===== src/rtl/adc_bm_pkg.sv =====
`timescale 1ns/1ps
package adc_bm_pkg;

  typedef enum logic [3:0] {
    S_IDLE, S_WR1, S_GAP, S_WR2, S_WAIT, S_RDL, S_RDG, S_RDH, S_RESP
  } seq_state_t;

  // Control byte: power field, acquisition flag, range, channel
  function automatic logic [7:0] pack_ctrl(input logic [1:0] pwr, input logic ext,
                                           input logic [1:0] rng, input logic [2:0] ch);
    return {pwr, ext, rng, ch};
  endfunction

endpackage


===== src/rtl/adc_rst_sync.sv =====
`timescale 1ns/1ps
module adc_rst_sync (
  input  logic clk,
  input  logic rst_n_in,
  output logic rst_n_out
);
  logic [1:0] sync_q;

  always_ff @(posedge clk or negedge rst_n_in) begin
    if (!rst_n_in) sync_q <= 2'b00;
    else           sync_q <= {sync_q[0], 1'b1};
  end

  assign rst_n_out = sync_q[1];
endmodule


===== src/rtl/adc_cycle_ctr.sv =====
`timescale 1ns/1ps
module adc_cycle_ctr #(
  parameter int CNT_W = 8
) (
  input  logic             clk,
  input  logic             rst_n,
  input  logic             clr,
  input  logic             en,
  output logic [CNT_W-1:0] cnt
);
  always_ff @(posedge clk or negedge rst_n) begin
    if (!rst_n)   cnt <= '0;
    else if (clr) cnt <= '0;
    else if (en)  cnt <= cnt + 1'b1;
  end
endmodule


===== src/rtl/adc_seq_fsm.sv =====
`timescale 1ns/1ps
module adc_seq_fsm
  import adc_bm_pkg::*;
#(
  parameter int STROBE_CYC  = 20,
  parameter int TIMEOUT_CYC = 1000,
  parameter int ACQ_W       = 8,
  parameter int CNT_W       = 12
) (
  input  logic             clk,
  input  logic             rst_n,
  input  logic             req_valid,
  input  logic             ext_q,
  input  logic             pd_q,
  input  logic [ACQ_W-1:0] acq_q,
  input  logic             int_n,
  input  logic [CNT_W-1:0] cnt,
  output seq_state_t       st,
  output logic             ctr_clr,
  output logic             accept,
  output logic             cap_lo,
  output logic             cap_hi,
  output logic             tmo
);
  localparam logic [CNT_W-1:0] STB_LAST = CNT_W'(STROBE_CYC - 1);
  localparam logic [CNT_W-1:0] TMO_LAST = CNT_W'(TIMEOUT_CYC - 1);

  seq_state_t nxt;
  logic last_stb, gap_done;

  assign last_stb = (cnt == STB_LAST);
  assign gap_done = ((cnt + 1'b1) >= CNT_W'(acq_q));

  always_comb begin
    nxt     = st;
    ctr_clr = 1'b0;
    accept  = 1'b0;
    cap_lo  = 1'b0;
    cap_hi  = 1'b0;
    tmo     = 1'b0;
    unique case (st)
      S_IDLE: begin
        ctr_clr = 1'b1;
        if (req_valid) begin accept = 1'b1; nxt = S_WR1; end
      end
      S_WR1: if (last_stb) begin
        ctr_clr = 1'b1;
        if (pd_q)       nxt = S_IDLE;
        else if (ext_q) nxt = S_GAP;
        else            nxt = S_WAIT;
      end
      S_GAP: if (gap_done) begin ctr_clr = 1'b1; nxt = S_WR2; end
      S_WR2: if (last_stb) begin ctr_clr = 1'b1; nxt = S_WAIT; end
      S_WAIT: begin
        if (!int_n) begin
          ctr_clr = 1'b1; nxt = S_RDL;
        end else if (cnt == TMO_LAST) begin
          ctr_clr = 1'b1; tmo = 1'b1; nxt = S_RESP;
        end
      end
      S_RDL: if (last_stb) begin ctr_clr = 1'b1; cap_lo = 1'b1; nxt = S_RDG; end
      S_RDG: begin ctr_clr = 1'b1; nxt = S_RDH; end
      S_RDH: if (last_stb) begin ctr_clr = 1'b1; cap_hi = 1'b1; nxt = S_RESP; end
      S_RESP: begin ctr_clr = 1'b1; nxt = S_IDLE; end
      default: nxt = S_IDLE;
    endcase
  end

  always_ff @(posedge clk or negedge rst_n) begin
    if (!rst_n) st <= S_IDLE;
    else        st <= nxt;
  end
endmodule


===== src/rtl/adc_result_asm.sv =====
`timescale 1ns/1ps
module adc_result_asm (
  input  logic        clk,
  input  logic        rst_n,
  input  logic        clr,
  input  logic        cap_lo,
  input  logic        cap_hi,
  input  logic        set_err,
  input  logic [7:0]  din,
  output logic [11:0] data,
  output logic        err
);
  logic [7:0] lo_q;

  always_ff @(posedge clk or negedge rst_n) begin
    if (!rst_n) begin
      lo_q <= '0;
      data <= '0;
      err  <= 1'b0;
    end else begin
      if (cap_lo) lo_q <= din;
      if (clr) begin
        data <= '0;
        err  <= 1'b0;
      end else begin
        if (cap_hi)  data <= {din[3:0], lo_q};
        if (set_err) err  <= 1'b1;
      end
    end
  end
endmodule


===== src/rtl/adc_bus_master.sv =====
`timescale 1ns/1ps
module adc_bus_master
  import adc_bm_pkg::*;
#(
  parameter int STROBE_CYC  = 20,
  parameter int TIMEOUT_CYC = 1000,
  parameter int ACQ_W       = 8
) (
  input  logic             clk,
  input  logic             rst_n,
  input  logic             req_valid,
  input  logic [2:0]       req_chan,
  input  logic [1:0]       req_range,
  input  logic             req_ext_acq,
  input  logic             req_pwr_down,
  input  logic [1:0]       req_pwr_mode,
  input  logic [ACQ_W-1:0] req_acq_len,
  output logic             busy,
  output logic             rsp_valid,
  output logic [11:0]      rsp_data,
  output logic             rsp_timeout,
  output logic             adc_cs_n,
  output logic             adc_wr_n,
  output logic             adc_rd_n,
  output logic             adc_hben,
  input  logic             adc_int_n,
  output logic [7:0]       adc_dout,
  output logic             adc_oe,
  input  logic [7:0]       adc_din
);
  localparam int TMO_W = $clog2(TIMEOUT_CYC + 1);
  localparam int STB_W = $clog2(STROBE_CYC + 1);
  localparam int MAX_W = (TMO_W > STB_W) ? TMO_W : STB_W;
  localparam int CNT_W = ((MAX_W > ACQ_W) ? MAX_W : ACQ_W) + 1;

  logic             rst_s_n;
  seq_state_t       st;
  logic [CNT_W-1:0] cnt;
  logic             ctr_clr, accept, cap_lo, cap_hi, tmo;
  logic [2:0]       chan_q;
  logic [1:0]       rng_q, pwr_q;
  logic             ext_q, pd_q, ext_eff;
  logic [ACQ_W-1:0] acq_q;
  logic [7:0]       ctrl_byte;
  logic             in_wr, in_rd;

  adc_rst_sync u_rst_sync (.clk(clk), .rst_n_in(rst_n), .rst_n_out(rst_s_n));

  // Request register, loaded only on acceptance
  always_ff @(posedge clk or negedge rst_s_n) begin
    if (!rst_s_n) begin
      chan_q <= '0; rng_q <= '0; pwr_q <= '0;
      ext_q  <= 1'b0; pd_q <= 1'b0; acq_q <= '0;
    end else if (accept) begin
      chan_q <= req_chan;     rng_q <= req_range;  pwr_q <= req_pwr_mode;
      ext_q  <= req_ext_acq;  pd_q  <= req_pwr_down; acq_q <= req_acq_len;
    end
  end

  assign ext_eff = ext_q & ~pd_q;

  adc_cycle_ctr #(.CNT_W(CNT_W)) u_ctr (
    .clk(clk), .rst_n(rst_s_n), .clr(ctr_clr), .en(busy), .cnt(cnt)
  );

  adc_seq_fsm #(
    .STROBE_CYC(STROBE_CYC), .TIMEOUT_CYC(TIMEOUT_CYC), .ACQ_W(ACQ_W), .CNT_W(CNT_W)
  ) u_fsm (
    .clk(clk), .rst_n(rst_s_n), .req_valid(req_valid), .ext_q(ext_eff), .pd_q(pd_q),
    .acq_q(acq_q), .int_n(adc_int_n), .cnt(cnt), .st(st), .ctr_clr(ctr_clr),
    .accept(accept), .cap_lo(cap_lo), .cap_hi(cap_hi), .tmo(tmo)
  );

  adc_result_asm u_res (
    .clk(clk), .rst_n(rst_s_n), .clr(accept), .cap_lo(cap_lo), .cap_hi(cap_hi),
    .set_err(tmo), .din(adc_din), .data(rsp_data), .err(rsp_timeout)
  );

  // Bus decode from the sequencer state
  assign in_wr     = (st == S_WR1) || (st == S_WR2);
  assign in_rd     = (st == S_RDL) || (st == S_RDH);
  assign adc_cs_n  = !(in_wr || in_rd);
  assign adc_wr_n  = !in_wr;
  assign adc_rd_n  = !in_rd;
  assign adc_hben  = (st == S_RDG) || (st == S_RDH);
  assign adc_oe    = in_wr;
  assign busy      = (st != S_IDLE);
  assign rsp_valid = (st == S_RESP);

  // Second external write clears the acquisition flag
  assign ctrl_byte = pack_ctrl(pwr_q, ext_eff && (st == S_WR1), rng_q, chan_q);
  assign adc_dout  = adc_oe ? ctrl_byte : 8'h00;


  wr_rd_excl_chk: assert property (@(posedge clk) disable iff (!rst_s_n)
    !(!adc_wr_n && !adc_rd_n));

  oe_in_read_chk: assert property (@(posedge clk) disable iff (!rst_s_n)
    !adc_rd_n |-> !adc_oe);

  wr_under_cs_chk: assert property (@(posedge clk) disable iff (!rst_s_n)
    !adc_wr_n |-> !adc_cs_n);

  dout_steady_chk: assert property (@(posedge clk) disable iff (!rst_s_n)
    (!adc_wr_n && $past(!adc_wr_n)) |-> $stable(adc_dout));

  rsp_one_cycle_chk: assert property (@(posedge clk) disable iff (!rst_s_n)
    rsp_valid |=> !rsp_valid);

  dout_quiet_chk: assert property (@(posedge clk) disable iff (!rst_s_n)
    $fell(adc_oe) |-> (adc_dout == 8'h00));
endmodule


===== config.mk =====
export PLATFORM = sky130hd
export DESIGN_NAME = adc_bus_master
export DESIGN_NICKNAME = d
export VERILOG_FILES = /design/src/rtl/adc_bm_pkg.sv /design/src/rtl/adc_rst_sync.sv /design/src/rtl/adc_cycle_ctr.sv /design/src/rtl/adc_seq_fsm.sv /design/src/rtl/adc_result_asm.sv /design/src/rtl/adc_bus_master.sv
export SDC_FILE = /design/constraint.sdc
export NUM_CORES = 1
export LEC_CHECK = 0
export CORE_UTILIZATION = 45
export CTS_CLUSTER_SIZE = 16
export DETAILED_ROUTE_END_ITERATION = 8
export GPL_TIMING_DRIVEN = 1
export PLACE_DENSITY = 0.71
export SETUP_SLACK_MARGIN = 0.1
export SYNTH_ARGS = -nofsm -noshare
export SYNTH_HDL_FRONTEND = slang
export SYNTH_SLANG_ARGS = --single-unit

===== constraint.sdc =====
create_clock -name clk -period 2.9 [get_ports clk]
set_clock_uncertainty 0.1 [all_clocks]
set_input_delay 0.58 -clock clk [delete_from_list [all_inputs] [get_ports clk]]
set_output_delay 0.58 -clock clk [all_outputs]
set_load 0.05 [all_outputs]

==> impl_metrics.env, run 1 <==
export IMPL_num_io_pins=57
export IMPL_postRouteWirelength_um=5953
export IMPL_vias_per_cell=5.404
export IMPL_synth_adder_area_share=0.04005
export IMPL_cts_tree="done"
export IMPL_status="complete, no violations"
export IMPL_synth_edff_count=0
export IMPL_synth_compound_area_frac=0.06364
export IMPL_ctsHoldBuffers=0
export IMPL_crit_required_ns=2.22
export IMPL_io_buffer_count=56
export IMPL_synthFlopType="dfrtp_1"
export IMPL_clockRootBuffer="clkbuf_8"
export IMPL_num_antenna_cells=0
export IMPL_worst_ep_arrival_time_ns=2.03
export IMPL_place_inst=401
export IMPL_fillers=517
export IMPL_synth_nets=310
export IMPL_syn_mean_instance_area_um2=10.34
export IMPL_clkLatencyLatePin_ns=0.30
export IMPL_grt_total_usage=0.1998
export IMPL_nets=373
export IMPL_synthXorXnorAreaFrac=0.03115
export IMPL_period_share=0.9341
export IMPL_yosysTopAreaCellShare=0.4895
export IMPL_path_max_fanout=9
export IMPL_finalCriticalPeriod_ns=2.709
export IMPL_fmaxAchievable_ghz=0.3691
export IMPL_critPathLaunchType="flip-flop"
export IMPL_final_layout_size_suffix_gt1_frac=0.2173
export IMPL_initial_utilization=0.4693
export IMPL_critPathKind="reg2out"
export IMPL_grt_ovfl_total=0
export IMPL_power_total_w=0.003721
export IMPL_slew_viol_final=0
export IMPL_preCtsSetupSlack_ns=0.2329
export IMPL_clk_pin_slew_worst_paths_ns=0.10
export IMPL_first_iter_violations=125
export IMPL_final_antenna_net_count=0
export IMPL_placementRows=28
export IMPL_tightestPinTransition_ns=0.5456
export IMPL_core_area_um2=5991
export IMPL_fin_tns_setup_ns=0
export IMPL_syn_area_um2=2811
export IMPL_antenna_found_initial=0
export IMPL_drc=0
export IMPL_yosysSeqAreaShare=0.4895
export IMPL_cap_viol_max_count=0
export IMPL_endpoint_kind="output port"
export IMPL_min_path_type="reg2async"
export IMPL_final_cell_area_um2=3643
export IMPL_synthCells=272
export IMPL_clockBufferDepth=2
export IMPL_place_hpwl_um=4399
export IMPL_hold_viol_final=0
export IMPL_p_per_area_nw_per_um2=1021
export IMPL_mostFrequentLayoutCells="dfrtp_1 (52), clkdlybuf4s50_1 (44), nand2_1 (36)"
export IMPL_htree_levels=2
export IMPL_cellLeakagePower_nw=1.706
export IMPL_grt_max_degree=31
export IMPL_ys_ff_latch=55
export IMPL_finalSetupViolations=0
export IMPL_synthArstFlopShare=1.000
export IMPL_synth_top_family_by_area="simple AND/OR/NAND/NOR gates"
export IMPL_grt_pass1_vias=2178
export IMPL_place_area_um2=3531
export IMPL_synth_area_mux_share=0.1037
export IMPL_numCtsBuffers=5
export IMPL_synth_cell_types=48
export IMPL_area_growth_pct=29.59
export IMPL_grt_pass1_wl_um=10120
export IMPL_clock_sinks=55
export IMPL_netlist_top_cells_area="dfrtp_1 (49%), mux2_2 (10%), nand2_1 (4.8%)"
export IMPL_rsz0062_at_grt="no"
export IMPL_post_drt_wl_per_cell_um=14.48
export IMPL_layout_commonest_cell="dfrtp_1"
export IMPL_vdd_ir_drop_max_uv=606.4
export IMPL_vias=2221
export IMPL_die_x_um=81.04
export IMPL_setup_slack_ns=0.1910
export IMPL_synthSimpleGateAreaFrac=0.2287
export IMPL_max_slew_margin_rel=0.6351
export IMPL_dieArea_um2=6567
export IMPL_drt_pass1_iter_count=4
export IMPL_die_h_um=81.04
export IMPL_synth_top_cell_by_area="dfrtp_1"
export IMPL_layout_cells_non_filler=411
export IMPL_yosysWarnings=0
export IMPL_gp_congestion=0.8164
## cells by family (layout without fill, tap and decap cells)
logic type | count (synthesis) | in the layout
AO/OA/AOI/OAI | 24 | 24
other | 1 | 1
XOR/XNOR | 10 | 10
multiplexers | 26 | 26
adder cells (fa/ha/maj) | 9 | 9
buffers and inverters | 29 | 93
AND/OR/NAND/NOR | 118 | 118
flip-flops | 55 | 55
## power breakdown
group	switching [W]	total (W)	leakage, nW	internal [W]
logic	0.00119	0.00200	0.971	0.000810
clock network	0.000261	0.000440	0.0502	0.000179
registers	0.000233	0.00128	0.685	0.00105
## sequential cells by signal, summed over array words and instances (netlist names)
name and flops:
rng_q 2, pwr_q 2, ext_q 1, u_fsm.st 4, u_res.data 12, u_res.err 1
u_res.lo_q 8, acq_q 8, u_rst_sync.sync_q 2, pd_q 1, u_ctr.cnt 11, chan_q 3
## repair_timing
item | 4_1_cts | 5_1_grt
gates resized for setup | 8 | 4
buffers inserted | 0 | 2
setup endpoints to repair | 8 | 12
## synth_stat cells, types with 2 or more instances
cell type,number
a21o_1,3
xor2_1,4
mux2_2,25
nor2_1,18
a21oi_1,3
and3_1,10
nor3_2,4
nor3_1,4
nand3b_1,2
a211oi_2,2
ha_1,9
nor2b_1,4
nor4_1,4
nor3b_2,3
inv_1,17
dfrtp_1,55
nand4_1,3
xnor2_1,6
nand3_1,18
a31oi_1,2
nand2_1,36
o21ai_0,5
clkbuf_1,10
## worst max-delay path: stages (launching register included)
cell	delay (ns)
dfrtp_1	0.48
nor2b_4	0.18
buf_4	0.16
nand2_1	0.08
clkdlybuf4s50_1	0.82
## stage by stage
step	utilization	hold slack (ns)
floorplan	-	0.1844
global placement	0.5894	0.1131
detailed placement	0.5894	0.1128
CTS	0.6040	0.1063
global route	0.6082	0.1348
finish	0.6082	0.09594
## routing by layer
metal | share of wire | routed length (um) | vias up | GRT usage
li1 | - | - | 1074 | -
met1 | 0.47 | 2797 | 1084 | 0.2640
met2 | 0.47 | 2789 | 53 | 0.3244
met3 | 0.048 | 288 | 10 | 0.05056
met4 | 0.013 | 76 | 0 | 0.05536
met5 | 0 | 0 | - | 0
## layout make-up
type                    instances  area [um^2]  share of cell area
flip-flops and latches         55         1380              0.3788
multi-input cells             188         1353              0.3712
repair buffers                 68        648.1              0.1779
well taps                      75        93.84             0.02576
inverters                      17        71.32             0.01957
clock buffers                   5        68.82             0.01889
clock inverters                 3        28.78            0.007898
## final timing paths
check | start | endpoint | slack, ns | cells past startpoint
max | u_fsm.st[0] | adc_rd_n | 0.19 | 4
min | u_rst_sync.sync_q[1] | u_res.lo_q[3] | 0.1 | 0
max reg2reg | u_ctr.cnt[0] | u_ctr.cnt[9] | 0.28 | 11
min reg2reg | u_rst_sync.sync_q[1] | u_res.lo_q[3] | 0.1 | 0
max in group asynchronous | u_rst_sync.sync_q[1] | u_res.data[2] | 1.97 | 1
min in group clk | u_rst_sync.sync_q[0] | u_rst_sync.sync_q[1] | 0.26 | 0
Note: power is estimated with default switching activity, not from simulation.
==> inputs of run 2 (changes only) <==
Settings changed: CTS_BUF_LIST set to sky130_fd_sc_hd__clkbuf_4.
==> impl_metrics.env, run 2 (synthesized netlist as in run 1, its figures left out) <==
export IMPL_grt_ovfl_total=0
export IMPL_numCtsBuffers=5
export IMPL_gp_congestion=0.8164
export IMPL_clkLatencyLatePin_ns=0.37
export IMPL_min_path_type="reg2async"
export IMPL_critPathKind="reg2out"
export IMPL_final_antenna_net_count=0
export IMPL_dieArea_um2=6567
export IMPL_clockRootBuffer="clkbuf_4"
export IMPL_switching_power_w=0.001682
export IMPL_status="complete, no violations"
export IMPL_post_drt_wl_per_cell_um=14.51
export IMPL_die_x_um=81.04
export IMPL_final_util=0.6042
export IMPL_drc=0
export IMPL_final_layout_size_suffix_gt1_frac=0.2285
export IMPL_place_inst=401
export IMPL_path_delay_family="simple AND/OR/NAND/NOR gates"
export IMPL_period_share=0.9249
export IMPL_core_area_um2=5991
export IMPL_path_max_fanout=9
export IMPL_cts_tree="done"
export IMPL_grt_total_usage=0.2007
export IMPL_num_io_pins=57
export IMPL_tightestPinTransition_ns=0.5456
export IMPL_cp_num_cells=6
export IMPL_die_h_um=81.04
export IMPL_clk_pin_slew_worst_paths_ns=0.17
export IMPL_largest_reg_flops=12
export IMPL_postRouteWirelength_um=5977
export IMPL_cap_viol_max_count=0
export IMPL_reg_top3="u_res.data: 12 flops, u_ctr.cnt: 11 flops"
export IMPL_swShare=0.4606
export IMPL_mostFrequentLayoutCells="dfrtp_1 (49), clkdlybuf4s50_1 (44), nand2_1 (36)"
export IMPL_r2r_worst_path_cells=11
export IMPL_comb_power_share=0.551
export IMPL_layout_commonest_cell="dfrtp_1"
export IMPL_worst_ep_arrival_time_ns=2.00
export IMPL_endpoint_kind="output port"
export IMPL_finalCriticalPeriod_ns=2.682
export IMPL_top_register="u_res.data"
export IMPL_max_slew_margin_rel=0.6351
export IMPL_ctsHoldBuffers=0
export IMPL_htree_levels=2
export IMPL_power_total_w=0.003651
export IMPL_finalSetupViolations=0
export IMPL_crit_top_cell="clkinvlp_4"
export IMPL_power_frac_clock=0.098
export IMPL_grt_max_degree=31
export IMPL_vias_per_cell=5.359
export IMPL_cpPeakStageDelay_ns=0.47
export IMPL_clock_sinks=55
export IMPL_internal_power_w=0.001969
export IMPL_layout_cells_non_filler=412
export IMPL_drt_pass1_iter_count=4
export IMPL_antenna_found_initial=0
export IMPL_vias=2208
export IMPL_crit_slowest_cell="dfrtp_2"
export IMPL_cellLeakagePower_nw=1.680
export IMPL_crit_required_ns=2.22
export IMPL_critPathLaunchType="flip-flop"
export IMPL_p_per_area_nw_per_um2=1009
export IMPL_hold_viol_final=0
export IMPL_fin_tns_setup_ns=0
export IMPL_grt_pass1_wl_um=10140
export IMPL_grt_pass1_vias=2195
export IMPL_nets=374
export IMPL_initial_utilization=0.4693
export IMPL_fmaxAchievable_ghz=0.3728
export IMPL_worstPathCellList="nor2b_4, clkinvlp_4, nor2_4, clkinvlp_4, nor4b_4, buf_12"
export IMPL_io_buffer_count=56
export IMPL_critical_path_buf_inv_count=3
export IMPL_place_hpwl_um=4399
export IMPL_placementRows=28
export IMPL_clockBufferDepth=2
export IMPL_area_growth_pct=28.75
export IMPL_vdd_ir_drop_max_uv=617.8
export IMPL_num_antenna_cells=0
export IMPL_first_iter_violations=138
export IMPL_seq_power_share=0.351
export IMPL_slew_viol_final=0
export IMPL_rsz0062_at_grt="yes"
run 2: cell count changes in the layout (fill, tap and decap cells not counted), sizes merged:
cell / before / now
dlymetal6s2s: 1 / 0
buf: 15 / 16
dlygate4sd2: 8 / 9
run 2: final cells by class:
class                   count  area (um^2)
repair buffers             69        651.9
clock inverters             3        28.78
well taps                  75        93.84
multi-input cells         188         1353
flip-flops and latches     55         1384
fillers                   525         2371
inverters                  17        71.32
clock buffers               5        37.54
run 2: stage by stage:
stage                     setup WS [ns]  area, um^2  hold WS [ns]
after detailed placement         0.2329        3531        0.1128
after global placement           0.3019        3531        0.1131
final                            0.2178        3620       0.08754
after global routing            0.08710        3620        0.1222
after floorplan                 -0.3505        2879        0.1844
after CTS                        0.1423        3608        0.1000
run 2: what timing repair did:
action                                  CTS  global route
gates resized for setup                   9             6
setup buffers                             3             0
endpoints found under the setup margin   11            15
run 2: worst paths after layout:
kind,start,to,slack (ns)
min in group clk,u_rst_sync.sync_q[0],u_rst_sync.sync_q[1],0.27
hold / removal,u_rst_sync.sync_q[1],u_res.data[10],0.09
max in group asynchronous,u_rst_sync.sync_q[1],u_fsm.st[0],1.96
setup reg to reg,u_ctr.cnt[0],u_ctr.cnt[9],0.27
setup / recovery,u_fsm.st[0],adc_dout[5],0.22
hold reg to reg,u_rst_sync.sync_q[1],u_res.data[10],0.09
run 2: metal layers:
layer	wire length [um]	part of all wire	vias to the layer above	track usage
li1	-	-	1070	-
met1	2691	0.45	1071	0.2602
met2	2862	0.48	56	0.3294
met3	324	0.054	11	0.05056
met4	99	0.017	0	0.06071
met5	0	0	-	0
run 2: power groups by stage:
stage	combinational (W)	sequential (W)	clock [W]
after global placement	0.00199	0.00128	0
after CTS	0.00202	0.00127	0.000376
final	0.00201	0.00128	0.000357
after detailed placement	0.00201	0.00129	0
after global routing	0.00219	0.00132	0.000399
after floorplan	0.00129	0.00144	0
==> inputs of run 3 (changes only) <==
Settings changed: SETUP_SLACK_MARGIN 0.1 to unset, SLEW_MARGIN set to 25.
Clock period 2.9 ns to 3.26 ns, I/O delays scaled along.
==> impl_metrics.env, run 3 (synthesized netlist as in run 1, its figures left out) <==
export IMPL_status="complete, no violations"
export IMPL_nets=366
export IMPL_die_h_um=81.04
export IMPL_place_inst=396
export IMPL_ctsHoldBuffers=0
export IMPL_layout_commonest_cell="dfrtp_1"
export IMPL_critPathKind="reg2out"
export IMPL_clk_pin_slew_worst_paths_ns=0.17
export IMPL_final_antenna_net_count=0
export IMPL_htree_levels=2
export IMPL_rsz0062_at_grt="no"
export IMPL_mostFrequentLayoutCells="dfrtp_1 (54), clkdlybuf4s50_1 (53), nand2_1 (36)"
export IMPL_post_drt_wl_per_cell_um=14.70
export IMPL_finalCriticalPeriod_ns=3.110
export IMPL_endpoint_kind="output port"
export IMPL_final_layout_size_suffix_gt1_frac=0.1884
export IMPL_clkLatencyLatePin_ns=0.38
export IMPL_p_per_area_nw_per_um2=919.9
export IMPL_grt_pass1_vias=2090
export IMPL_r2r_setup_slack_ns=0.57
export IMPL_numCtsBuffers=5
export IMPL_fmaxAchievable_ghz=0.3215
export IMPL_antenna_found_initial=0
export IMPL_clockRootBuffer="clkbuf_4"
export IMPL_cts_tree="done"
export IMPL_crit_required_ns=2.51
export IMPL_clock_sinks=55
export IMPL_largest_reg_flops=12
export IMPL_period_share=0.9541
export IMPL_fillers=528
export IMPL_grt_max_degree=38
export IMPL_r2r_end="u_ctr.cnt[9]"
export IMPL_postRouteWirelength_um=5939
export IMPL_slew_viol_final=0
export IMPL_setup_slack_ns=0.1496
export IMPL_place_hpwl_um=4255
export IMPL_clockBufferDepth=2
export IMPL_hold_viol_final=0
export IMPL_drc=0
export IMPL_vias=2204
export IMPL_reg_top3="u_res.data: 12 flops, u_ctr.cnt: 11 flops"
export IMPL_drt_pass1_iter_count=4
export IMPL_power_total_w=0.003295
export IMPL_die_x_um=81.04
export IMPL_placementRows=28
export IMPL_worst_ep_arrival_time_ns=2.36
export IMPL_critPathLaunchType="flip-flop"
export IMPL_postCtsSetupRepairBufs=0
export IMPL_core_area_um2=5991
export IMPL_path_max_fanout=9
export IMPL_grt_pass1_wl_um=10030
export IMPL_cellLeakagePower_nw=1.638
export IMPL_layout_cells_non_filler=404
export IMPL_grt_ovfl_total=0
export IMPL_holdWs_ns=0.2511
export IMPL_area_growth_pct=27.41
export IMPL_min_path_type="reg2async"
export IMPL_reg2reg_from="u_ctr.cnt[0]"
export IMPL_num_antenna_cells=0
export IMPL_multi_input_area_um2=1354
export IMPL_grt_total_usage=0.2001
export IMPL_io_buffer_count=56
export IMPL_vdd_ir_drop_max_uv=512.9
export IMPL_preCtsSetupSlack_ns=0.4328
export IMPL_cap_viol_max_count=0
export IMPL_seq_area_um2=1378
export IMPL_gp_congestion=0.8459
export IMPL_dieArea_um2=6567
export IMPL_first_iter_violations=167
export IMPL_initial_utilization=0.4693
export IMPL_r2r_worst_path_cells=11
export IMPL_max_slew_margin_rel=0.4641
export IMPL_top_register="u_res.data"
export IMPL_vias_per_cell=5.455
export IMPL_tightestPinTransition_ns=0.8039
export IMPL_finalSetupViolations=0
export IMPL_num_io_pins=57
-- run 3: worst max-delay path by stage --
stage	from	end	slack (ns)	cells past startpoint
floorplan	u_fsm.st[3]	adc_dout[5]	-0.06	7
global placement	u_fsm.st[0]	busy	0.55	3
detailed placement	u_fsm.st[2]	busy	0.43	3
CTS	u_fsm.st[0]	adc_wr_n	0.03	5
global route	u_fsm.st[0]	busy	0.04	3
finish	u_fsm.st[0]	busy	0.15	3
-- run 3: metrics by stage --
stage | instance area (um^2) | util | setup TNS (ns)
finish | 3582 | 0.5980 | 0
detailed placement | 3486 | 0.5819 | 0
global route | 3582 | 0.5980 | 0
CTS | 3577 | 0.5971 | 0
global placement | 3486 | 0.5819 | 0
floorplan | 2879 | - | -0.06248
-- run 3: routing by layer --
layer | GRT usage | wire (um) | up-vias
met5 | 0 | 0 | -
met4 | 0.05000 | 70 | 0
met3 | 0.04157 | 285 | 9
met2 | 0.3042 | 2719 | 59
met1 | 0.2900 | 2865 | 1084
li1 | - | - | 1052
-- run 3: power by group --
part	switching [W]	internal (W)
sequential	0.000234	0.000926
combinational	0.00103	0.000714
clock	0.000226	0.000166
-- run 3: area by class of cell --
| cell class | instances | share of cell area |
|---|---|---|
| repair buffers | 61 | 0.1677 |
| flip-flops and latches | 55 | 0.3846 |
| clock buffers | 5 | 0.01048 |
| inverters | 17 | 0.01991 |
| multi-input cells | 188 | 0.3779 |
| well taps | 75 | 0.02620 |
| clock inverters | 3 | 0.01327 |
-- run 3: repair_timing --
action,CTS,global route
gates resized for setup,1,2
pin swaps,0,0
setup endpoints to repair,1,2
-- run 3: critical path: stages, from the launching register on --
cell and delay (ns):
dfrtp_1 0.52, nor4_2 0.49, inv_1 0.22, clkdlybuf4s50_1 0.75
